**src/rtl/acc_bus_pkg.sv**
```systemverilog
package acc_bus_pkg;

   typedef enum logic [1:0] {
      TGT_FULL = 2'b00,
      TGT_HIGH = 2'b01,
      TGT_LOW  = 2'b10,
      TGT_EXT  = 2'b11
   } acc_tgt_e;

   typedef enum logic [1:0] {
      SCL_NONE  = 2'b00,
      SCL_DOWN  = 2'b01,
      SCL_UP    = 2'b10,
      SCL_SPARE = 2'b11
   } acc_scale_e;

endpackage

```
**src/rtl/acc_bus_store.sv**
```systemverilog
module acc_bus_store
   import acc_bus_pkg::*;
#(
   parameter int EXT_W  = 8,
   parameter int WORD_W = 24,
   localparam int ACC_W = EXT_W + 2 * WORD_W
) (
   input  logic              clk,
   input  logic              rst,
   input  logic              wr_go,
   input  acc_tgt_e          wr_tgt,
   input  logic [WORD_W-1:0] wr_data,
   output logic [ACC_W-1:0]  acc_q
);

   localparam int HI_LSB = WORD_W;
   localparam int EX_LSB = 2 * WORD_W;

   generate
      if (EXT_W < 2 || EXT_W > WORD_W) begin : g_bad_ext
         $error("acc_bus_store: EXT_W must lie in 2..WORD_W");
      end
      if (WORD_W < 4) begin : g_bad_word
         $error("acc_bus_store: WORD_W must be at least 4");
      end
   endgenerate

   logic [ACC_W-1:0] acc_d;

   always_comb begin
      acc_d = acc_q;
      if (wr_go) begin
         unique case (wr_tgt)
            TGT_FULL: acc_d = {{EXT_W{wr_data[WORD_W-1]}}, wr_data, {WORD_W{1'b0}}};
            TGT_HIGH: acc_d[EX_LSB-1:HI_LSB] = wr_data;
            TGT_LOW:  acc_d[HI_LSB-1:0]      = wr_data;
            TGT_EXT:  acc_d[ACC_W-1:EX_LSB]  = wr_data[EXT_W-1:0];
            default:  acc_d = acc_q;
         endcase
      end
   end

   always_ff @(posedge clk) begin
      if (rst) acc_q <= '0;
      else     acc_q <= acc_d;
   end

   AST_RESET_CLEAR: assert property (@(posedge clk) rst |=> (acc_q == '0));

   AST_FULL_WR_SEXT: assert property (@(posedge clk) disable iff (rst)
      (wr_go && wr_tgt == TGT_FULL) |=>
         (acc_q[HI_LSB-1:0] == '0) &&
         (acc_q[ACC_W-1:EX_LSB] == {EXT_W{acc_q[EX_LSB-1]}}));

   AST_HIGH_WR_KEEP: assert property (@(posedge clk) disable iff (rst)
      (wr_go && wr_tgt == TGT_HIGH) |=>
         (acc_q[ACC_W-1:EX_LSB] == $past(acc_q[ACC_W-1:EX_LSB])) &&
         (acc_q[HI_LSB-1:0] == $past(acc_q[HI_LSB-1:0])));

   AST_EXT_WR_KEEP: assert property (@(posedge clk) disable iff (rst)
      (wr_go && wr_tgt == TGT_EXT) |=>
         (acc_q[EX_LSB-1:0] == $past(acc_q[EX_LSB-1:0])));

   AST_IDLE_HOLD: assert property (@(posedge clk) disable iff (rst)
      !wr_go |=> $stable(acc_q));

endmodule

```
**src/rtl/acc_bus_scaler.sv**
```systemverilog
module acc_bus_scaler
   import acc_bus_pkg::*;
#(
   parameter int ACC_W    = 56,
   parameter bit SCALE_EN = 1'b1
) (
   input  logic [ACC_W-1:0] acc_in,
   input  acc_scale_e       mode,
   output logic [ACC_W-1:0] acc_scaled
);

   generate
      if (ACC_W < 8) begin : g_bad_w
         $error("acc_bus_scaler: ACC_W too small");
      end
      if (SCALE_EN) begin : g_shift
         always_comb begin
            unique case (mode)
               SCL_DOWN: acc_scaled = {acc_in[ACC_W-1], acc_in[ACC_W-1:1]};
               SCL_UP:   acc_scaled = {acc_in[ACC_W-2:0], 1'b0};
               default:  acc_scaled = acc_in;
            endcase
         end
      end else begin : g_pass
         logic [1:0] mode_unused;
         assign mode_unused = mode;
         assign acc_scaled  = acc_in;
      end
   endgenerate

endmodule

```
**src/rtl/acc_bus_limiter.sv**
```systemverilog
module acc_bus_limiter #(
   parameter int EXT_W    = 8,
   parameter int WORD_W   = 24,
   parameter bit LIMIT_EN = 1'b1,
   localparam int ACC_W   = EXT_W + 2 * WORD_W
) (
   input  logic              clk,
   input  logic              rst,
   input  logic [ACC_W-1:0]  scaled,
   input  logic              sign_in,
   input  logic              rd_full_go,
   input  logic              clr,
   output logic [WORD_W-1:0] word_out,
   output logic              clamped,
   output logic              flag_q
);

   localparam int GUARD_LSB = 2 * WORD_W - 1;
   localparam logic [WORD_W-1:0] MAX_POS = {1'b0, {(WORD_W-1){1'b1}}};
   localparam logic [WORD_W-1:0] MAX_NEG = {1'b1, {(WORD_W-1){1'b0}}};

   logic [ACC_W-GUARD_LSB-1:0] guard;
   logic                       spill;

   assign guard = scaled[ACC_W-1:GUARD_LSB];

   generate
      if (LIMIT_EN) begin : g_lim
         assign spill = !((&guard) || !(|guard));
      end else begin : g_nolim
         logic [ACC_W-GUARD_LSB-1:0] guard_unused;
         assign guard_unused = guard;
         assign spill        = 1'b0;
      end
   endgenerate

   always_comb begin
      if (spill) word_out = sign_in ? MAX_NEG : MAX_POS;
      else       word_out = scaled[2*WORD_W-1:WORD_W];
   end
   assign clamped = spill;

   always_ff @(posedge clk) begin
      if (rst)                        flag_q <= 1'b0;
      else if (rd_full_go && clamped) flag_q <= 1'b1;
      else if (clr)                   flag_q <= 1'b0;
   end

   always_comb begin
      if (!rst && clamped)
         AST_CLAMP_VALUE: assert (word_out == MAX_POS || word_out == MAX_NEG);
   end

   AST_FLAG_STICKY: assert property (@(posedge clk) disable iff (rst)
      (flag_q && !clr) |=> flag_q);

   AST_FLAG_SET: assert property (@(posedge clk) disable iff (rst)
      (rd_full_go && clamped) |=> flag_q);

   AST_FLAG_QUIET: assert property (@(posedge clk) disable iff (rst)
      (!flag_q && !(rd_full_go && clamped)) |=> !flag_q);

endmodule

```
**src/rtl/acc_bus_mover.sv**
```systemverilog
module acc_bus_mover
   import acc_bus_pkg::*;
#(
   parameter int EXT_W    = 8,
   parameter int WORD_W   = 24,
   parameter bit SCALE_EN = 1'b1,
   parameter bit LIMIT_EN = 1'b1,
   localparam int ACC_W   = EXT_W + 2 * WORD_W
) (
   input  logic              clk,
   input  logic              rst,
   input  logic [1:0]        mv_sel,
   input  logic              mv_req,
   input  logic              mv_wr,
   input  logic [WORD_W-1:0] bus_in,
   input  logic [1:0]        scale_mode,
   input  logic              lim_clr,
   output logic [WORD_W-1:0] bus_out,
   output logic [ACC_W-1:0]  acc_out,
   output logic              lim_flag
);

   localparam int EX_LSB = 2 * WORD_W;

   acc_tgt_e          tgt;
   acc_scale_e        mode;
   logic [ACC_W-1:0]  acc_q;
   logic [ACC_W-1:0]  acc_sh;
   logic [WORD_W-1:0] full_word;
   logic              clamped;
   logic              wr_go;
   logic              rd_full_go;

   assign tgt        = acc_tgt_e'(mv_sel);
   assign mode       = acc_scale_e'(scale_mode);
   assign wr_go      = mv_req && mv_wr;
   assign rd_full_go = mv_req && !mv_wr && (tgt == TGT_FULL);

   acc_bus_store #(.EXT_W(EXT_W), .WORD_W(WORD_W)) u_store (
      .clk     (clk),
      .rst     (rst),
      .wr_go   (wr_go),
      .wr_tgt  (tgt),
      .wr_data (bus_in),
      .acc_q   (acc_q)
   );

   acc_bus_scaler #(.ACC_W(ACC_W), .SCALE_EN(SCALE_EN)) u_scale (
      .acc_in     (acc_q),
      .mode       (mode),
      .acc_scaled (acc_sh)
   );

   acc_bus_limiter #(.EXT_W(EXT_W), .WORD_W(WORD_W), .LIMIT_EN(LIMIT_EN)) u_limit (
      .clk        (clk),
      .rst        (rst),
      .scaled     (acc_sh),
      .sign_in    (acc_q[ACC_W-1]),
      .rd_full_go (rd_full_go),
      .clr        (lim_clr),
      .word_out   (full_word),
      .clamped    (clamped),
      .flag_q     (lim_flag)
   );

   always_comb begin
      unique case (tgt)
         TGT_FULL: bus_out = full_word;
         TGT_HIGH: bus_out = acc_q[EX_LSB-1:WORD_W];
         TGT_LOW:  bus_out = acc_q[WORD_W-1:0];
         TGT_EXT:  bus_out = {{(WORD_W-EXT_W){acc_q[ACC_W-1]}}, acc_q[ACC_W-1:EX_LSB]};
         default:  bus_out = '0;
      endcase
   end

   assign acc_out = acc_q;

   always_comb begin
      if (!rst && tgt == TGT_EXT)
         AST_EXT_RD_SEXT: assert (bus_out[WORD_W-1:EXT_W] == {(WORD_W-EXT_W){bus_out[EXT_W-1]}});
      if (!rst && tgt == TGT_HIGH)
         AST_HIGH_RD_RAW: assert (bus_out == acc_out[EX_LSB-1:WORD_W]);
   end

endmodule

```
**config.mk**
```make
export PLATFORM = sky130hd
export DESIGN_NAME = acc_bus_mover
export DESIGN_NICKNAME = d
export VERILOG_FILES = /design/src/rtl/acc_bus_pkg.sv /design/src/rtl/acc_bus_store.sv /design/src/rtl/acc_bus_scaler.sv /design/src/rtl/acc_bus_limiter.sv /design/src/rtl/acc_bus_mover.sv
export SDC_FILE = /design/constraint.sdc
export NUM_CORES = 1
export LEC_CHECK = 0
export BUFFER_PORTS_ARGS = -buffer_cell sky130_fd_sc_hd__buf_2
export CORE_MARGIN = 2
export CORE_UTILIZATION = 35
export CTS_BUF_LIST = sky130_fd_sc_hd__clkbuf_4 sky130_fd_sc_hd__clkbuf_8
export CTS_CLUSTER_DIAMETER = 100
export DETAILED_ROUTE_END_ITERATION = 10
export GPL_TIMING_DRIVEN = 1
export HOLD_SLACK_MARGIN = 0.08
export PLACE_DENSITY = 0.72
export SETUP_SLACK_MARGIN = 0.15
export SYNTH_ARGS = -nofsm -noshare
export SYNTH_HDL_FRONTEND = slang
export SYNTH_SLANG_ARGS = --single-unit
```
**constraint.sdc**
```tcl
create_clock -name clk -period 2.3 [get_ports clk]
set_input_delay 0.23 -clock clk [delete_from_list [all_inputs] [get_ports clk]]
set_output_delay 0.23 -clock clk [all_outputs]
set_load 0.005 [all_outputs]
```
# Word-level counts from Yosys, hierarchy flattened
# Index checks and enable logic that the tools add are counted.
[totals]
regBits = 57
in_bits = 33
output_inout_bits = 81
elab_cells = 35
[classes]
n_eq_ne = 5
mux = 8
n_reduce_logical = 18
[op_table]
columns = ["cell", "n"]
rows = [
  ["$pmux 56 s2", 1],
  ["$pmux 24 s4", 1],
  ["$mux 24", 2],
  ["$pmux 24 s2", 1],
  ["$pmux 8 s2", 1],
  ["$reduce_and 9->1", 1],
  ["$reduce_or 9->1", 1],
  ["$eq 2x2->1 const B", 3],
  ["$reduce_and 2->1", 3],
  ["$reduce_bool 2->1", 3],
  ["$eq 2x1->1 const B", 2],
  ["$logic_and 1x1->1", 4],
  ["$logic_not 1->1", 3],
  ["$logic_not 2->1", 1],
  ["$mux 1", 2],
  ["$reduce_or 2->1", 1],
  ["$logic_or 1x1->1", 1],
]

# Longest topological paths before layout
# Gate-level depths: netlist of run 1.
[depth]
ltp_word = 8
depth_mapped = 11
mapped_depth_nobuf = 8

# Cells and area by module
# A second synthesis of run 1 with hierarchy kept.
[unflattened]
cells_unflattened = 481
area_unflattened_um2 = 4139.0
[by_module_without_submodules]
columns = ["module", "n_inst", "cells_per_inst", "area_each_um2", "seq_area_each_um2"]
rows = [
  ["acc_bus_store", 1, 207, 1974.4, 1121.1],
  ["acc_bus_scaler", 1, 196, 1151.1, 0.0],
  ["acc_bus_mover", 1, 33, 644.4, 0.0],
  ["acc_bus_limiter", 1, 45, 369.1, 20.0],
]

# Worst setup path after synthesis of run 1
# OpenSTA, ideal clock, no wires.
[synth_timing]
kind = "input-to-output"
start = "input port scale_mode[0]"
end = "output port bus_out[21]"
arrival_time_ns = 2.175
required_ns = 2.070
setup_slack_ns = -0.105
cell_stages = 9
cell_sequence = "inv_1 > ha_1 > buf_4 > nor2b_1 > or4_4 > nor4b_4 > buf_4 > o221ai_1 > a21oi_1"
[synth_via]
elab_chain_cells = 7
elab_cells_between_ends = 9
cone_classes = "eq/ne: 2; mux: 3; reduce/logical: 4"
[synth_lines]
columns = ["item", "line_no", "text"]
rows = [
  ["start, declared", "acc_bus_mover.sv:16", "input logic [1:0] scale_mode,"],
  ["$eq 2x2->1 or $eq 2x1->1 (tied branches)", "acc_bus_scaler.sv:18", "unique case (mode)"],
  ["$pmux 56 s2 *", "acc_bus_scaler.sv:18", ""],
  ["$reduce_or 9->1", "acc_bus_limiter.sv:29", "assign spill = !((&guard) || !(|guard));"],
  ["$logic_not 1->1", "acc_bus_limiter.sv:29", ""],
  ["$logic_or 1x1->1", "acc_bus_limiter.sv:29", ""],
  ["$mux 24 *", "acc_bus_limiter.sv:38", "if (spill) word_out = sign_in ? MAX_NEG : MAX_POS;"],
  ["$pmux 24 s4 *", "acc_bus_mover.sv:67", "unique case (tgt)"],
  ["end, declared", "acc_bus_mover.sv:18", "output logic [WORD_W-1:0] bus_out,"],
]
# Mark *: on every way between the ends. The rest lies on a longest branch, timed or not.

# Final worst setup path of run 1
[layout_timing]
start = "input port scale_mode[0]"
end = "output port bus_out[20]"
# The elaborated chain is that of the path after synthesis.

==> results of run 1 <==
==> repair_timing <==
action | CTS | global route
resized for setup | 32 | 54
pin swaps | 12 | 24
cloned | 0 | 5
setup buffers | 4 | 8
setup endpoints to repair | 24 | 25
==> logic make-up (layout without fill, tap and decap cells) <==
family	after synthesis	in the layout	synth area share, %
simple gates	106	106	14.3
compound gates	185	185	41.4
flops	57	57	34.9
fa+ha+maj	6	6	2.30
buf+inv	54	199	7.09
==> layout make-up <==
cell class,count,area (um^2)
timing repair buffer,177,1170
sequential,57,1150
inverter,6,25.0
multi-input combinational,297,2180
fill,830,4260
clock inverter,5,78.8
clock buffer,11,145
tap,111,139
==> Yosys cell counts (all sizes together) (5+ instances only) <==
master,n
dfxtp,57
a21oi,56
nand2,53
a22oi,40
clkbuf,37
nor2,36
a221o,27
o221ai,23
a221oi,20
buf,11
a211oi,8
o21ai,7
ha,6
inv,6
nor2b,5
==> layer usage <==
layer | track usage [%] | vias to the layer above | share of wire (%)
met3 | 4.85 | 55 | 9.7
met1 | 32.5 | 2010 | 40
li1 | - | 1863 | -
met4 | 10.2 | 0 | 3.4
met5 | 0 | - | 0
met2 | 38.0 | 310 | 47
==> how the worst max path moves through the flow <==
stage / slack [ps] / cells after the start / end
final: -390 / 13 / bus_out[20]
after global routing: -440 / 13 / bus_out[18]
after CTS: -310 / 11 / bus_out[6]
after detailed placement: -410 / 12 / bus_out[4]
after global placement: -350 / 10 / bus_out[5]
after floorplan: -20 / 8 / bus_out[16]
==> critical path, delay by kind of cell <==
family / cells / cell delay, ps
AO/OA/AOI/OAI: 3 / 250
adder cells (fa/ha/maj): 1 / 300
buffers and inverters: 7 / 870
AND/OR/NAND/NOR: 2 / 780
==> sequential cells by signal, indices dropped and copies added (netlist names) <==
register / cells
u_store.acc_q: 56
u_limit.flag_q: 1
==> power groups by stage <==
stage	Sequential, mW	Combinational, mW	Clock [mW]
2_1_floorplan	1.08	0.332	0
3_3_place_gp	1.08	0.561	0
3_5_place_dp	1.08	0.573	0
4_1_cts	1.06	0.612	1.08
5_1_grt	1.07	0.782	1.12
6_report	1.06	0.733	1.07
==> placed cells by master, fill, tap and decap left out, drive strengths merged, types with 2 or more instances in the layout <==
master | Yosys | layout
a22oi | 40 | 40
buf | 11 | 174
clkbuf | 37 | 14
a211oi | 8 | 8
dfxtp | 57 | 57
nor2b | 5 | 5
inv | 6 | 6
nor4 | 2 | 2
a21oi | 56 | 56
o21ai | 7 | 7
or4 | 2 | 2
bufinv | 0 | 2
nand2b | 2 | 2
nor2 | 36 | 36
a221oi | 20 | 20
o221ai | 23 | 23
nand2 | 53 | 53
ha | 6 | 6
a221o | 27 | 27
clkinv | 0 | 3
o22ai | 2 | 2
==> impl_metrics.tcl, run 1 <==
set metrics [dict create \
    status "finished with violations" \
    violations "negative setup slack" \
    slowest_delay_ps 500 \
    finalClockSkew_ps 15.3 \
    clk_pin_slew_ps 80 \
    p_sw_mw 0.858 \
    via_per_inst 6.38 \
    finalCritPeriodShare_pct 117 \
    clkPwrFrac_pct 37.3 \
    dp_cells 631 \
    cts_tree "yes" \
    hold_ws_ps 126 \
    cp_max_fo 6 \
    clk_latency_ps 340 \
    crit_path_start "scale_mode[0]" \
    p_seq_share_pct 37.1 \
    fmax_mhz 372 \
    setup-tns-final_ps -8750 \
    die_w_um 101 \
    fin_nets 587 \
    synth_cell_types 30 \
    first_pass_iters 5 \
    place_hpwl_um 8710 \
    required_ps 2070 \
    maxCapViolations 0 \
    rows 35 \
    root_buffer "clkbuf_8" \
    powerDensity_mw_per_mm2 586 \
    synth_warnings 0 \
    layout_setup_ws_ps -385 \
    worst_slew_pin_slew_ps 807 \
    layout_min_cycle_time_ps 2690 \
    critical_path.most_common_cell "buf_8" \
    syn-num-nets 447 \
    cp-end-kind "output pin" \
    overflow 0 \
    worst_r2r_startpoint "u_store.acc_q[49]" \
    swShare_pct 29.9 \
    hold_path_end "u_store.acc_q[33]" \
    syn_area_per_cell_um2 8.00 \
    ys_seq_area_share_pct 34.9 \
    cts_buffers 9 \
    first_global_vias 3777 \
    crit_chain "buf_8 -> inv_4 -> ha_4 -> buf_8 -> a221oi_4 -> or4_4 -> nor4b_4 -> buf_4 -> o31a_1 -> buf_6 -> buf_8 -> a21oi_2 -> buf_2" \
    relSlewSlack_pct 46.1 \
    track_usage_pct 24.3 \
    crit_arrival_ps 2460 \
    diodes 0 \
    worstRegToRegCells 9 \
    p_leak_nw 2.05 \
    place_ws_ps -406 \
    ios 114 \
    h-tree-depth 3 \
    ant_nets 0 \
    start_kind "input port" \
    critical_path_class "in -> out" \
    finalHoldViolCount 0 \
    synth_top_area_cell "dfxtp_1" \
    ys.flop_type "dfxtp_1" \
    drive_above_1_share_pct 46.3 \
    vias 4238 \
    power_frac_comb_pct 25.6 \
    cp_slowest_cell "or4_4" \
    utilization_pct 53.5 \
    wl_per_cell_um 20.6 \
    rsz0062_at_grt "true" \
    antenna_found_initial 0 \
    finalMaxSlewViolations 0 \
    area_delta_synth_final_pct 49.9 \
    die_y_um 101 \
    dpl-instance-area_mm2 0.00419 \
    ys_async_sr_fraction_pct 0 \
    synthCells 408 \
    fin_cells 664 \
    p_int_mw 2.01 \
    rrSetupSlack_ps 160 \
    core_mm2 0.00915 \
    drt_iter0_markers 586 \
    grt_max_degree 25 \
    grt_pass1_wl_um 19600 \
    finalPower_mw 2.87 \
    reg2reg_to "u_limit.flag_q" \
    dieArea_mm2 0.0101 \
    start_util_pct 35.7 \
    setup_viol 24 \
    min_path_type "in -> reg" \
    clockBufferDepth 2 \
    worstHoldStart "bus_in[9]" \
    synth_edf_count 0 \
    gp_congestion 0.893 \
    ys_ff_latch 57 \
    hold_depth 3 \
    ctsHoldBuffers 0 \
    design_area_mm2 0.00490 \
    wl_um 13700 \
    ir_drop_uv 461 \
    drc 0 \
    yosys.area.top_type_share_pct 34.9 \
    synth.cell_area_mm2 0.00327 \
    yosys-top-cells-area "dfxtp_1, a22oi_1, a21oi_1" \
    port_buffers 113 \
    cts.sinks 57 \
]
Note: power is estimated with default switching activity, not from simulation.
==> run 2: changes to the inputs <==
--- a/config.mk
+++ b/config.mk
@@ -5,15 +5,15 @@
 export SDC_FILE = /design/constraint.sdc
 export NUM_CORES = 1
 export LEC_CHECK = 0
-export BUFFER_PORTS_ARGS = -buffer_cell sky130_fd_sc_hd__buf_2
 export CORE_MARGIN = 2
 export CORE_UTILIZATION = 35
 export CTS_BUF_LIST = sky130_fd_sc_hd__clkbuf_4 sky130_fd_sc_hd__clkbuf_8
 export CTS_CLUSTER_DIAMETER = 100
 export DETAILED_ROUTE_END_ITERATION = 10
-export GPL_TIMING_DRIVEN = 1
+export DONT_BUFFER_PORTS = 1
+export GPL_TIMING_DRIVEN = 0
 export HOLD_SLACK_MARGIN = 0.08
-export PLACE_DENSITY = 0.72
+export PLACE_DENSITY = 0.61
 export SETUP_SLACK_MARGIN = 0.15
 export SYNTH_ARGS = -nofsm -noshare
 export SYNTH_HDL_FRONTEND = slang
==> run 2 against run 1 <==
The flow still finishes with violations (negative setup slack). Maximum frequency grew 3.5%. Combinational power shrank 23%. Sequential share of layout area grew 3.4 points. Critical path type is now reg -> out. Global-route usage grew 1.1 points. Non-clock buffer count shrank 96. Cell count shrank 14%. First-iteration DRC count shrank 40%. Via count shrank 11%. Die area is the same. Routed wire length shrank 4.4%. Critical path depth shrank 4. Clock power shrank 5%.
==> impl_metrics.tcl, run 2 (synthesis gave the netlist of run 1 again) <==
set metrics [dict create \
    violations "negative setup slack" \
    maxCapViolations 0 \
    finalMaxSlewViolations 0 \
    clk_latency_ps 350 \
    ios 114 \
    rsz0062_at_grt "true" \
    ir_drop_uv 344 \
    cts.sinks 57 \
    cp-end-kind "output pin" \
    root_buffer "clkbuf_8" \
    rows 35 \
    critical_path_class "reg -> out" \
    grt_pass1_wl_um 20000 \
    fmax_mhz 385 \
    slowest_delay_ps 380 \
    die_y_um 101 \
    fin_nets 491 \
    utilization_pct 47.6 \
    worstHoldStart "bus_in[4]" \
    reg2reg_to "u_limit.flag_q" \
    worst_slew_pin_slew_ps 613 \
    start_util_pct 35.7 \
    cp_slowest_cell "dfxtp_4" \
    rrSetupSlack_ps 210 \
    hold_depth 2 \
    hold_path_end "u_store.acc_q[52]" \
    layout_setup_ws_ps -294 \
    finalCritPeriodShare_pct 113 \
    required_ps 2070 \
    drt_iter0_markers 354 \
    grt_max_degree 11 \
    worst_r2r_startpoint "u_store.acc_q[49]" \
    layout_common_cells "nand2_1, dfxtp_1, a21oi_1" \
    register_area_mm2 0.00117 \
    worstRegToRegCells 9 \
    place_ws_ps -396 \
    gp_congestion 0.842 \
    powerDensity_mw_per_mm2 612 \
    via_per_inst 6.62 \
    clk_pin_slew_ps 70 \
    critPathBufInv 3 \
    p_leak_nw 1.41 \
    setup_viol 24 \
    drc 0 \
    wl_per_cell_um 23.0 \
    overflow 0 \
    crit_arrival_ps 2360 \
    cts_buffers 9 \
    core_mm2 0.00915 \
    start_kind "register" \
    vias 3760 \
    first_global_vias 3414 \
    crit_family "compound AO/OA/AOI/OAI gates" \
    area_delta_synth_final_pct 33.3 \
    dieArea_mm2 0.0101 \
    finalHoldViolCount 0 \
    critical_path.most_common_cell "buf_6" \
    min_path_type "in -> reg" \
    layout_min_cycle_time_ps 2590 \
    top_regs "u_store.acc_q: 56 flops, u_limit.flag_q: 1 flops" \
    crit_chain "a221oi_4 -> o22ai_2 -> nor4_2 -> and4_1 -> buf_6 -> o31a_1 -> buf_6 -> buf_8 -> a22oi_2" \
    place_hpwl_um 8840 \
    nFillCells 872 \
    cts_tree "yes" \
    drive_above_1_share_pct 20.6 \
    die_w_um 101 \
    finalClockSkew_ps 8.60 \
    multiInputGateArea_mm2 0.00220 \
    track_usage_pct 25.4 \
    status "finished with violations" \
    clockBufferDepth 2 \
    port_buffers 0 \
    h-tree-depth 3 \
    wl_um 13100 \
    antenna_found_initial 1 \
    final_common_cell "nand2_1" \
    relSlewSlack_pct 59.0 \
    top_register "u_store.acc_q" \
    largest_reg_flops 56 \
    first_pass_iters 5 \
    ant_nets 0 \
    cp_max_fo 6 \
]
## run 2: area by class of cell
class / instances / area share, %
clock inverter: 2 / 0.805
sequential: 57 / 27.0
multi-input combinational: 297 / 50.6
antenna: 1 / 0.0575
clock buffer: 13 / 4.11
inverter: 6 / 0.575
timing repair buffer: 33 / 7.70
buffer: 48 / 6.01
tap: 111 / 3.19
## run 2: timing repair
item | 4_1_cts | 5_1_grt
hold buffers | 24 | 0
gates cloned | 2 | 0
endpoints found under the setup margin | 24 | 24
pin swaps | 14 | 12
gates resized for setup | 70 | 13
setup buffers | 5 | 2
hold endpoints to repair | 48 | 0
## run 2: layer usage
layer / GRT usage [%] / part of all wire (%)
met2: 39.2 / 47
met5: 0 / 0
met1: 33.3 / 41
met4: 7.80 / 2.9
met3: 8.67 / 9.1
## run 2: per-stage QoR
step	hold slack [ps]	power [mW]	cell area, um^2	cells	TNS (ps)
finish	99.1	2.67	4350	568	-6480
floorplan	366	1.41	3350	408	-214
detailed placement	372	1.52	3490	519	-8190
global route	89.2	2.78	4350	567	-8610
CTS	94.8	2.62	4250	565	-4430
global placement	368	1.51	3490	519	-8160
## run 2: worst max-delay path by stage
stage,start,endpoint,slack (ps),cells past startpoint
floorplan,scale_mode[1],bus_out[16],-20,8
global placement,scale_mode[0],bus_out[6],-380,10
detailed placement,scale_mode[0],bus_out[6],-400,10
CTS,u_store.acc_q[47],bus_out[6],-200,8
global route,u_store.acc_q[49],bus_out[22],-380,9
finish,u_store.acc_q[49],bus_out[6],-290,9
## run 2: worst register-to-register path, stage by stage (launching register included)
cell and delay, ps:
dfxtp_4 380, a221oi_4 320, buf_4 160, nor4_2 30
nand3_1 140, nor4b_4 60, buf_4 160, buf_4 160
or4_1 480, a21oi_1 130
## run 2: report_power, final
group	leakage [nW]	switching, mW	total [mW]	internal, mW
Combinational	0.825	0.329	0.568	0.239
Sequential	0.469	0.0645	1.08	1.02
Clock	0.112	0.406	1.02	0.611
Total	1.41	0.800	2.67	1.87
==> run 3: changes to the inputs <==
--- a/config.mk
+++ b/config.mk
@@ -5,6 +5,7 @@
 export SDC_FILE = /design/constraint.sdc
 export NUM_CORES = 1
 export LEC_CHECK = 0
+export ABC_AREA = 1
 export CORE_MARGIN = 2
 export CORE_UTILIZATION = 35
 export CTS_BUF_LIST = sky130_fd_sc_hd__clkbuf_4 sky130_fd_sc_hd__clkbuf_8
==> run 3 against run 2 <==
The flow now finishes without violations. Clock power up 30%. Non-clock buffer count up 4. Maximum frequency up 20%. Core utilization down 2.5 points. Via count up 17%. Die area up 16%. Synthesized area up 17%. Sequential power about the same. Sequential share of layout area down 2.8 points. Critical path type unchanged. Critical endpoint is now bus_out[3]. Largest cell class unchanged.
==> impl_metrics.tcl, run 3 <==
set metrics [dict create \
    critical_path_class "reg -> out" \
    ios 114 \
    cp_slowest_cell "dfxtp_4" \
    clockBufferDepth 2 \
    finalPower_mw 3.08 \
    status "finished clean" \
    syn_area_per_cell_um2 6.03 \
    diodes 0 \
    yosys-top-cells-area "dfxtp_1, nand2_1, a211oi_1" \
    ys_async_sr_fraction_pct 0 \
    drt_iter0_markers 363 \
    drive_above_1_share_pct 16.0 \
    synth_cell_types 27 \
    busiest_layer "met2" \
    worst_r2r_startpoint "u_store.acc_q[50]" \
    h-tree-depth 3 \
    worstHoldStart "bus_in[23]" \
    start_util_pct 35.5 \
    die_y_um 108 \
    crit_arrival_ps 1930 \
    top_regs "u_store.acc_q: 56 flops, u_limit.flag_q: 1 flops" \
    synthCells 633 \
    grt_use_met2_pct 40.6 \
    synthAdderAreaFrac_pct 1.97 \
    nFillCells 1164 \
    ys_ff_latch 57 \
    finalClockSkew_ps 4.58 \
    wl_per_cell_um 16.9 \
    syn-num-nets 672 \
    layout_min_cycle_time_ps 2160 \
    synth-compound-area-share_pct 22.3 \
    critical_path.most_common_cell "nand2_2" \
    core_mm2 0.0107 \
    area_delta_synth_final_pct 26.8 \
    powerDensity_mw_per_mm2 637 \
    yosys.area.top_type_share_pct 29.9 \
    muxShareOfSynthArea_pct 0 \
    setup_viol 0 \
    crit_family "simple AND/OR/NAND/NOR gates" \
    worstRegToRegCells 9 \
    cts_buffers 9 \
    hold_depth 2 \
    rrSetupSlack_ps 280 \
    vias 4404 \
    largest_reg_flops 56 \
    start_kind "register" \
    relSlewSlack_pct 55.6 \
    worst_slew_pin_slew_ps 666 \
    top_register "u_store.acc_q" \
    cts_tree "yes" \
    synth_most_common_cell "nand2_1" \
    synth_xor_area_share_pct 0 \
    hold_path_end "u_store.acc_q[49]" \
    drc 0 \
    die_w_um 108 \
    first_pass_iters 8 \
    first_global_vias 4176 \
    layout_common_cells "nand2_1, dfxtp_1, inv_1" \
    final_common_cell "nand2_1" \
    cts.sinks 57 \
    crit_chain "or2_4 -> nand2_2 -> nand2_2 -> nor2_4 -> nand3_4 -> nand2_8 -> buf_6 -> nand2_2 -> nand2_1 -> nand2_1 -> nand2_2" \
    dieArea_mm2 0.0118 \
    place_hpwl_um 9970 \
    grtUsageMet3_pct 5.00 \
    critPathBufInv 1 \
    track_usage_pct 24.0 \
    root_buffer "clkbuf_8" \
    cp_max_fo 7 \
    ys.flop_type "dfxtp_1" \
    setup-tns-final_ps 0 \
    synth_top_area_cell "dfxtp_1" \
    ys_seq_area_share_pct 29.9 \
    required_ps 2070 \
    crit_path_start "u_store.acc_q[50]" \
    rows 38 \
    min_path_type "in -> reg" \
    maxCapViolations 0 \
    grt_pass1_wl_um 22000 \
    antenna_found_initial 0 \
    gp_congestion 0.900 \
    slowest_delay_ps 390 \
    synthSimpleGateAreaFrac_pct 35.6 \
    rsz0062_at_grt "true" \
    cp-end-kind "output pin" \
    fin_nets 721 \
    synth_top_family_by_area "simple AND/OR/NAND/NOR gates" \
    port_buffers 0 \
    synth_warnings 0 \
    synth.cell_area_mm2 0.00382 \
    p_leak_nw 1.82 \
    grtUsageMet1_pct 30.0 \
    grt_max_degree 11 \
    finalHoldViolCount 0 \
    synth_common_cells "nand2_1, dfxtp_1, inv_1, nor2_1, clkbuf_1" \
    finalMaxSlewViolations 0 \
    finalCritPeriodShare_pct 94.1 \
    clk_pin_slew_ps 80 \
    ant_nets 0 \
    via_per_inst 5.33 \
    ir_drop_uv 289 \
    fmax_mhz 462 \
    reg2reg_to "u_limit.flag_q" \
    wl_um 14000 \
    clk_latency_ps 360 \
    synth_edf_count 0 \
    overflow 0 \
]
==> run 3: changes by cell type in the layout (fill, tap and decap cells not counted), sizes merged, moves of 16 or more <==
cell	delta
a21oi	-29
o211ai	+20
inv	+35
o221ai	-21
o22ai	+20
a221o	-27
a221oi	-20
a211oi	+16
o21ai	+21
a22oi	-40
nand2	+238
==> run 3: area by class of cell <==
cell class	count	area [um^2]	share of cell area (%)
Multi-Input combinational cell	488	2460	50.7
Sequential cell	57	1170	24.2
Timing Repair Buffer	38	367	7.57
Buffer	47	241	4.99
Tap cell	140	175	3.62
Inverter	41	154	3.18
Clock buffer	11	151	3.13
Clock inverter	5	125	2.58
==> run 3: worst max-delay path by stage <==
stage / to / cells past startpoint / slack [ps]
6_report: bus_out[3] / 11 / 140
5_1_grt: bus_out[13] / 11 / 50
3_5_place_dp: bus_out[6] / 13 / 40
3_3_place_gp: bus_out[6] / 13 / 60
4_1_cts: bus_out[12] / 10 / 150
2_1_floorplan: bus_out[10] / 13 / 370
==> run 3: kinds of logic after synthesis <==
| group | Yosys count |
|---|---|
| buffers and inverters | 88 |
| DFF | 57 |
| adders and majority gates | 6 |
| and+or+nand+nor | 348 |
| AOI/OAI and AO/OA | 134 |
==> run 3: through the flow <==
stage	util (%)	hold WS [ps]	instances	cell area (um^2)	worst slack, ps
floorplan	-	379	633	3820	372
global placement	37.2	380	773	3990	57.6
detailed placement	37.2	384	773	3990	41.6
CTS	44.2	224	826	4750	152
global route	45.1	266	827	4840	54.1
finish	45.1	248	827	4840	136
==> run 3: repair_timing <==
item / in CTS / in global routing
resized for setup: 48 / 37
setup endpoints to repair: 24 / 25
hold buffers: 26 / 0
pin swaps: 17 / 21
endpoints found under the hold margin: 57 / 0
cloned: 4 / 1
setup buffers: 7 / 0
==> run 3: layer usage <==
metal	routed length, um	share of wire (%)
met5	0	0
met1	5940	43
met2	6710	48
met4	297	2.1
met3	1020	7.3
==> run 3: report_power, final <==
group | total [mW] | leakage (nW) | switching [mW] | internal (mW)
sequential | 1.08 | 0.470 | 0.0490 | 1.03
combinational | 0.674 | 1.21 | 0.420 | 0.254
clock | 1.33 | 0.140 | 0.446 | 0.887
